===== config.mk =====
export PLATFORM = sky130hd
export DESIGN_NAME = iowin_bridge
export DESIGN_NICKNAME = d
export VERILOG_FILES = /design/src/rtl/iowin_pkg.sv /design/src/rtl/iowin_decode.sv /design/src/rtl/iowin_addr_regs.sv /design/src/rtl/iowin_xfer_ctrl.sv /design/src/rtl/iowin_bridge.sv
export SDC_FILE = /design/constraint.sdc
export NUM_CORES = 1
export LEC_CHECK = 0
export BUFFER_PORTS_ARGS = -buffer_cell sky130_fd_sc_hd__buf_2
export CAP_MARGIN = 20
export CORE_MARGIN = 2
export CORE_UTILIZATION = 45
export CTS_BUF_LIST = sky130_fd_sc_hd__clkbuf_2
export CTS_CLUSTER_SIZE = 28
export DETAILED_ROUTE_END_ITERATION = 7
export PLACE_DENSITY = 0.8
export SYNTH_ARGS = -nofsm -noshare
export SYNTH_HDL_FRONTEND = slang
export SYNTH_SLANG_ARGS = --single-unit

===== constraint.sdc =====
create_clock -name clk_i -period 3.65 [get_ports clk_i]
set_input_delay 0.365 -clock clk_i [delete_from_list [all_inputs] [get_ports clk_i]]
set_output_delay 0.365 -clock clk_i [all_outputs]
set_load 0.01 [all_outputs]

===== src/rtl/iowin_pkg.sv =====
package iowin_pkg;
  typedef enum logic [1:0] {
    ST_IDLE = 2'd0,
    ST_WR   = 2'd1,
    ST_RD   = 2'd2
  } iowin_state_e;
endpackage


===== src/rtl/iowin_decode.sv =====
module iowin_decode #(
  parameter int IO_AW = 16,
  parameter int NB    = 4,
  parameter int OFF_W = 3
) (
  input  logic [IO_AW/2-1:0] base_hi_i,
  input  logic [IO_AW/2-1:0] base_lo_i,
  input  logic [IO_AW-1:0]   io_addr_i,
  output logic               hit_o,
  output logic               data_sel_o,
  output logic [NB-1:0]      byte_sel_o,
  output logic [OFF_W-1:0]   off_o
);
  localparam logic [IO_AW-1:0] DATA_OFF = IO_AW'(NB);

  logic [IO_AW-1:0] delta;

  // modular difference; window is base..base+NB
  assign delta      = io_addr_i - {base_hi_i, base_lo_i};
  assign hit_o      = (delta <= DATA_OFF);
  assign data_sel_o = (delta == DATA_OFF);
  assign off_o      = delta[OFF_W-1:0];

  for (genvar i = 0; i < NB; i++) begin : g_sel
    assign byte_sel_o[i] = (delta == IO_AW'(i));
  end
endmodule


===== src/rtl/iowin_addr_regs.sv =====
module iowin_addr_regs #(
  parameter int DW    = 8,
  parameter int NB    = 4,
  parameter int OFF_W = 3
) (
  input  logic             clk_i,
  input  logic             rst_ni,
  input  logic             wr_en_i,
  input  logic [NB-1:0]    byte_sel_i,
  input  logic [DW-1:0]    wdata_i,
  input  logic [OFF_W-1:0] rd_off_i,
  output logic [NB*DW-1:0] addr_o,
  output logic [DW-1:0]    rdata_o
);
  for (genvar i = 0; i < NB; i++) begin : g_byte
    always_ff @(posedge clk_i or negedge rst_ni) begin
      if (!rst_ni) begin
        addr_o[i*DW +: DW] <= '0;
      end else if (wr_en_i && byte_sel_i[i]) begin
        addr_o[i*DW +: DW] <= wdata_i;
      end
    end
  end

  always_comb begin
    rdata_o = '0;
    for (int i = 0; i < NB; i++) begin
      if (rd_off_i == OFF_W'(i)) rdata_o = addr_o[i*DW +: DW];
    end
  end
endmodule


===== src/rtl/iowin_xfer_ctrl.sv =====
module iowin_xfer_ctrl
  import iowin_pkg::*;
#(
  parameter int DW = 8
) (
  input  logic          clk_i,
  input  logic          rst_ni,
  input  logic          start_wr_i,
  input  logic          start_rd_i,
  input  logic [DW-1:0] wdata_i,
  input  logic          ack_i,
  output logic          req_o,
  output logic          we_o,
  output logic [DW-1:0] wdata_o,
  output logic          rd_done_o,
  output logic          busy_o
);
  iowin_state_e state_q, state_d;

  always_comb begin
    state_d = state_q;
    unique case (state_q)
      ST_IDLE: begin
        if (start_wr_i)      state_d = ST_WR;
        else if (start_rd_i) state_d = ST_RD;
      end
      ST_WR, ST_RD: begin
        if (ack_i) state_d = ST_IDLE;
      end
      default: state_d = ST_IDLE;
    endcase
  end

  always_ff @(posedge clk_i or negedge rst_ni) begin
    if (!rst_ni) begin
      state_q <= ST_IDLE;
      wdata_o <= '0;
    end else begin
      state_q <= state_d;
      if (state_q == ST_IDLE && start_wr_i) wdata_o <= wdata_i;
    end
  end

  assign req_o     = (state_q != ST_IDLE);
  assign we_o      = (state_q == ST_WR);
  assign busy_o    = req_o;
  assign rd_done_o = (state_q == ST_RD) && ack_i;
endmodule


===== src/rtl/iowin_bridge.sv =====
module iowin_bridge #(
  parameter int IO_AW  = 16,
  parameter int MEM_AW = 32,
  parameter int DW     = 8
) (
  input  logic              clk_i,
  input  logic              rst_ni,
  input  logic [IO_AW/2-1:0] io_base_hi_i,
  input  logic [IO_AW/2-1:0] io_base_lo_i,
  input  logic [IO_AW-1:0]  io_addr_i,
  input  logic              io_wr_i,
  input  logic              io_rd_i,
  input  logic [DW-1:0]     io_wdata_i,
  output logic [DW-1:0]     io_rdata_o,
  output logic              io_rdata_oe_o,
  output logic              io_ready_o,
  output logic              mem_req_o,
  output logic              mem_we_o,
  output logic [MEM_AW-1:0] mem_addr_o,
  output logic [DW-1:0]     mem_wdata_o,
  input  logic              mem_ack_i,
  input  logic [DW-1:0]     mem_rdata_i
);
  localparam int NB    = MEM_AW / DW;
  localparam int OFF_W = $clog2(NB + 1);

  logic             hit, data_sel, busy, rd_done;
  logic [NB-1:0]    byte_sel;
  logic [OFF_W-1:0] off;
  logic [DW-1:0]    reg_rdata;
  logic             acc_wr, acc_rd;
  logic [DW-1:0]    rdata_q;
  logic             oe_q;

  // write wins if both strobes arrive together
  assign acc_wr = io_wr_i && !busy && hit;
  assign acc_rd = io_rd_i && !io_wr_i && !busy && hit;

  iowin_decode #(.IO_AW(IO_AW), .NB(NB), .OFF_W(OFF_W)) u_decode (
    .base_hi_i  (io_base_hi_i),
    .base_lo_i  (io_base_lo_i),
    .io_addr_i  (io_addr_i),
    .hit_o      (hit),
    .data_sel_o (data_sel),
    .byte_sel_o (byte_sel),
    .off_o      (off)
  );

  iowin_addr_regs #(.DW(DW), .NB(NB), .OFF_W(OFF_W)) u_addr (
    .clk_i      (clk_i),
    .rst_ni     (rst_ni),
    .wr_en_i    (acc_wr),
    .byte_sel_i (byte_sel),
    .wdata_i    (io_wdata_i),
    .rd_off_i   (off),
    .addr_o     (mem_addr_o),
    .rdata_o    (reg_rdata)
  );

  iowin_xfer_ctrl #(.DW(DW)) u_ctrl (
    .clk_i      (clk_i),
    .rst_ni     (rst_ni),
    .start_wr_i (acc_wr && data_sel),
    .start_rd_i (acc_rd && data_sel),
    .wdata_i    (io_wdata_i),
    .ack_i      (mem_ack_i),
    .req_o      (mem_req_o),
    .we_o       (mem_we_o),
    .wdata_o    (mem_wdata_o),
    .rd_done_o  (rd_done),
    .busy_o     (busy)
  );

  always_ff @(posedge clk_i or negedge rst_ni) begin
    if (!rst_ni) begin
      rdata_q <= '0;
      oe_q    <= 1'b0;
    end else begin
      oe_q <= rd_done || (acc_rd && !data_sel);
      if (rd_done)                   rdata_q <= mem_rdata_i;
      else if (acc_rd && !data_sel)  rdata_q <= reg_rdata;
    end
  end

  assign io_rdata_o    = rdata_q;
  assign io_rdata_oe_o = oe_q;
  assign io_ready_o    = !busy;
endmodule


==> run metrics, run 1 <==
Tmin final 3300 ps; Final nets roughly 500; DRT iter0 DRCs 172; WL final 8220 um; total of fill cells in the finished design 575; largest net degree at the start of global routing 52; Worst Tran Pin Value 591 ps; Synth top area share 38.5%; Worst Path Max Fanout 8; Setup Fix Bufs, Post-CTS 0; Crit. End Element flip-flop; CP peak stage delay 500 ps; ys flop type dfrtp_1; worst setup margin 346 ps; crit path launch type primary input; share of cells above drive strength 1 44.3%; WP data required between 3000 and 4000 ps; Async SR Flop Fraction 100%; CORE AREA 0.00718 mm^2; Yosys reg bits 51; main area contributors after synthesis dfrtp_1 (38%), mux2_2 (13%), ha_1 (6.8%); first-pass GRT wire length 13500 um; Post-Synth XOR/XNOR Area around 1.6%; Avg WL per Cell 15.2 um; num rows 31; min-delay worst type primary input to flip-flop; instance count on the critical path 15; Via Count 2940; Synthesized Nets 381; TritonRoute pass-1 iters 4; multi-input logic area approximately 0.0019 mm^2; post-route clock period utilization 90.5%; Area Growth Syn to Fin 26.5%; overflow left after global routing 0; ant diodes 0; total CTS buffers 5; Detailed Place HPWL 6560 um; Worst slew margin 60.6%; die area 0.00807 mm^2; Avg Inst Size Synth 10.7 um^2; Final Hold Vio Count 0; GRT Util Overall 20.0%; initial antenna violation count 0; post-place setup slack -77.0 ps; Total Power 1.10 mW; WS Path Type primary input to flip-flop; Adder-Cell Fraction of Synth Area 7.39%; multiplexer share of the synthesized area 19.6%; RePlAce Congestion a little under 0.9; Initial Util 46.2%; Yosys top cell by area dfrtp_1; Root Buffer Master clkbuf_2; Cells after Synth 309; power per standard cell area 263 mW/mm^2; sequential standard cell area about 0.0013 mm^2; status finished, final reports clean; VDD IR max 0.229 mV; number of flops mapped to enable cells by yosys 0; mapped cell area 0.00332 mm^2; Setup Viol. Count Final 0; Leakage 2.30 nW; skew final 17.7 ps; DRC viols 0; Buf/Inv on CP 5; detailed-route vias per instance 5.43; Post-synth top cells dfrtp_1 (51), mux2_2 (38), inv_1 (28); Die Wd 89.9 um; ANT nets after route 0; TritonCTS clock tree yes; Max Freq 0.303 GHz; port buffer count 104; crit path cell chain buf_2 > inv_1 > ha_1 > inv_1 > fa_1 > a211o_1 > a21oi_1 > o21ai_0 > mux2i_1 > nand3_1 > or4b_1 > buf_4 > nor4b_4 > buf_4 > mux2_2; Maximum Capacitance Violations 0; TritonCTS Sinks 51; Die Ht 89.9 um; vias in the first global route 2861; Slew Limit Fails 0; Seq/Total Area, Yosys between 30% and 40%; complex-gate fraction of the synthesized area 13.2%; Clk Latency, worst-skew pair 410 ps; CTS max path bufs 2; r2r worst-path depth 7; unrepaired setup endpoints after global routing false; Worst-path clk slew 250 ps; slowest CP cell or4b_1; crit-path leading delay family simple AND/OR/NAND/NOR gates; Worst EP arrival 3630 ps; Yosys Warn Count 0; num ports 105; H-tree Lvls 2; library cells used by synthesis 51; Synth Area in Simple Gates between 10% and 20%; main combinational cell family by area after synthesis multiplexers; Hold Path Cell Cnt 3; top-count cell post-synth dfrtp_1
[power breakdown]
part	switching [mW]	internal (mW)	leakage, nW	total, mW
Combinational	0.172	0.135	1.55	0.307
Clock	0.176	0.0497	0.0306	0.226
Sequential	0.00125	0.568	0.713	0.570
Total	0.349	0.753	2.30	1.10
[registers in the layout, indices dropped and copies added (netlist names)]
signal,flops
u_ctrl.state_q,2
u_addr.addr_o,32
io_rdata_o,8
io_rdata_oe_o,1
u_ctrl.wdata_o,8
[cells by family (layout without fill, tap and decap cells)]
logic type,Yosys count,count (layout)
simple gates,78,78
xor+xnor,6,6
fa+ha+maj,19,19
mux,50,50
buf+inv,35,168
compound gates,70,70
flops,51,51
[worst min-delay path, stage by stage]
cell     delay, ps
buf_2           90
nor2_1          90
a31oi_1         40
[area by class of cell]
type	count	share of cell area, %
timing repair buffer	132	17.8
clock buffer	6	0.716
inverter	28	2.51
tap	99	2.95
clock inverter	2	0.298
sequential	51	30.4
multi-input combinational	223	45.3
[through the flow]
| step | area [um^2] | TNS, ps | instances | util (%) | hold slack, ps |
|---|---|---|---|---|---|
| detailed placement | 4120 | -1310 | 531 | 57.5 | 490 |
| global route | 4200 | 0 | 541 | 58.5 | 142 |
| CTS | 4170 | 0 | 539 | 58.0 | 131 |
| finish | 4200 | 0 | 541 | 58.5 | 173 |
| floorplan | 3320 | 0 | 309 | - | 69.4 |
| global placement | 4120 | -2.89 | 531 | 57.5 | 483 |
[what timing repair did]
action / CTS / global route
gates resized for setup: 0 / 0
hold endpoints to repair: 0 / 9
hold buffers: 0 / 1
[layer usage]
layer	wire [um]	vias to the layer above	share of wire, %	GRT usage (%)
met1	3740	1423	45	26.0
met4	142	0	1.7	4.36
met2	3920	85	48	35.0
li1	-	1416	-	-
met3	424	16	5.2	4.02
met5	0	-	0	0
[path summary, 6_finish.rpt]
| check | from | endpoint | slack, ps |
|---|---|---|---|
| max | io_addr_i[0] | u_addr.addr_o[31] | 350 |
| max reg2reg | u_ctrl.state_q[1] | io_rdata_o[5] | 780 |
| max in group asynchronous | rst_ni | u_addr.addr_o[21] | 2850 |
| min | mem_rdata_i[6] | io_rdata_o[6] | 170 |
| min in group asynchronous | rst_ni | u_ctrl.wdata_o[6] | 300 |
| min reg2reg | u_ctrl.wdata_o[2] | u_ctrl.wdata_o[2] | 540 |
[cell usage in the layout (no fill, tap or decap), types with 7 or more instances in the layout]
master,n
buf_4,26
a31oi_1,14
nand3_1,10
ha_1,18
dfrtp_1,51
inv_1,28
nor2_1,16
o21ai_0,19
nand4_1,7
mux4_2,8
buf_2,104
mux2_2,38
nand2_1,13
a21oi_1,13
Note: power is estimated with default switching activity, not from simulation.
==> inputs of run 2 (changes only) <==
- RECOVER_POWER: not set -> 100
==> run 2 against run 1 <==
Effect of this change:
- the run now ends with capacitance limit, slew limit left
- sequential share of layout area grew 0.83 points
- combinational power shrank 2%
- first-iteration DRC count shrank 12%
- largest power group unchanged
- worst setup slack lost 78 ps
- largest cell class unchanged
- global-route usage is the same
- design area shrank 2.7%
==> run metrics, run 2 (synthesis gave the netlist of run 1 again) <==
status complete, but fails checks; violated checks capacitance limit, slew limit; TritonCTS Sinks between 50 and 60; Root Buffer Master clkbuf_2; TritonRoute pass-1 iters 4; Setup Fix Bufs, Post-CTS 0; initial antenna violation count 0; Clock power frac 20.5%; Leakage 2.03 nW; Crit. End Element flip-flop; Final Hold Vio Count 0; commonest cells after routing, fill and taps aside clkbuf_1 (55), buf_2 (51), dfrtp_1 (51); die area between 0.008 and 0.009 mm^2; H-tree Lvls 2; Die Ht 89.9 um; Tmin final 3380 ps; Psw 0.344 mW; first-pass GRT wire length 13500 um; Die Wd between 80 and 90 um; Comb power frac 27.4%; Maximum Capacitance Violations 1; Net Sw Frac 31.5%; Largest Register u_addr.addr_o; unrepaired setup endpoints after global routing false; RePlAce Congestion just under 0.9; ANT nets after route 0; Total Power 1.09 mW; Max Freq 0.296 GHz; Clk Latency, worst-skew pair 410 ps; Avg WL per Cell 15.1 um; Worst slew margin -44.1%; share of cells above drive strength 1 31.4%; crit path launch type primary input; CTS max path bufs 2; total of fill cells in the finished design just over 600; commonest non-fill, non-tap cell in the layout clkbuf_1; Via Count 2945; Worst Tran Pin Value 2160 ps; Initial Util between 40 and 50%; largest net degree at the start of global routing 52; Internal 0.750 mW; port buffer count between 100 and 150; CORE AREA between 0.007 and 0.008 mm^2; TritonCTS clock tree yes; vias in the first global route 2861; num ports 105; detailed-route vias per instance 5.44; overflow left after global routing 0; total CTS buffers 5; Final nets 513; power per standard cell area 268 mW/mm^2; placed instance count 531; WS Path Type primary input to flip-flop; Sequential Power Share about 52%; GRT Util Overall 20.0%; WP data required 3970 ps; ant diodes 0; Worst Path Max Fanout 8; Slew Limit Fails 43; number of gates resized after CTS 0; Area Growth Syn to Fin 23.1%; number of flip-flops in the largest register 32; Worst EP arrival 3700 ps; Setup Viol. Count Final 0; Detailed Place HPWL 6560 um; Worst-path clk slew roughly 260 ps; Finished Layout Cells 541; min-delay worst type primary input to flip-flop; DRT iter0 DRCs 151; skew final 21.1 ps; num rows 31; VDD IR max 0.230 mV; area of placed instances 0.00412 mm^2; post-route clock period utilization 92.7%; WL final 8180 um; DRC viols 0; post-route cell area 0.00408 mm^2
run 2: changes by cell type in the layout (fill, tap and decap cells not counted):
cell      delta
buf_12       -1
buf_2       -53
buf_4        -2
clkbuf_1    +55
clkbuf_2     +1
nor3_1       +2
nor3_4       -2
run 2: worst paths after layout:
path | from | endpoint | slack (ps) | cells past startpoint
setup / recovery | io_addr_i[0] | u_addr.addr_o[17] | 270 | 15
hold / removal | mem_rdata_i[6] | io_rdata_o[6] | 170 | 3
setup reg to reg | u_ctrl.state_q[1] | io_rdata_o[4] | 770 | 7
hold reg to reg | u_ctrl.wdata_o[2] | u_ctrl.wdata_o[2] | 550 | 1
max in group asynchronous | rst_ni | u_addr.addr_o[25] | 860 | 3
min in group asynchronous | rst_ni | u_ctrl.wdata_o[6] | 390 | 2
run 2: final cells by class:
| type | count | area (um^2) | share of cell area, % |
|---|---|---|---|
| inverters | 28 | 105 | 2.57 |
| clock buffers | 6 | 30.0 | 0.735 |
| repair buffers | 132 | 657 | 16.1 |
| clock inverters | 2 | 12.5 | 0.306 |
| flip-flops and latches | 51 | 1280 | 31.2 |
| well taps | 99 | 124 | 3.03 |
| multi-input cells | 223 | 1880 | 46.0 |
run 2: metal layers:
metal	up-vias	GRT usage (%)	wire length, um
li1	1416	-	-
met1	1419	26.0	3670
met2	96	35.0	3940
met3	14	4.02	431
met4	0	4.36	132
met5	-	0	0
run 2: worst max-delay path: stages:
cell      delay (ps)
buf_2            100
inv_1             50
ha_1             150
inv_1             60
fa_1             380
a211o_1          310
a21oi_1          180
o21ai_0          140
mux2i_1          260
nand3_1          100
or4b_1           500
clkbuf_2         220
nor3_1           330
buf_4            210
mux2_2           340
run 2: stage by stage:
stage / hold slack, ps / util [%] / worst slack (ps) / TNS, ps
floorplan: 69.4 / - / 170 / 0
global placement: 483 / 57.5 / -0.560 / -2.89
detailed placement: 490 / 57.5 / -77.0 / -1310
CTS: 131 / 58.0 / 368 / 0
global route: 142 / 56.9 / 137 / 0
finish: 173 / 56.9 / 267 / 0
run 2: power by group through the flow:
stage | sequential (mW) | combinational, mW | clock, mW
4_1_cts | 0.570 | 0.303 | 0.226
3_3_place_gp | 0.579 | 0.296 | 0
2_1_floorplan | 0.580 | 0.189 | 0
3_5_place_dp | 0.579 | 0.301 | 0
6_report | 0.570 | 0.300 | 0.224
5_1_grt | 0.571 | 0.335 | 0.249
run 2: timing repair:
item	in CTS	in global routing
hold buffers	0	1
endpoints found under the hold margin	0	9
setup endpoints to repair	0	0
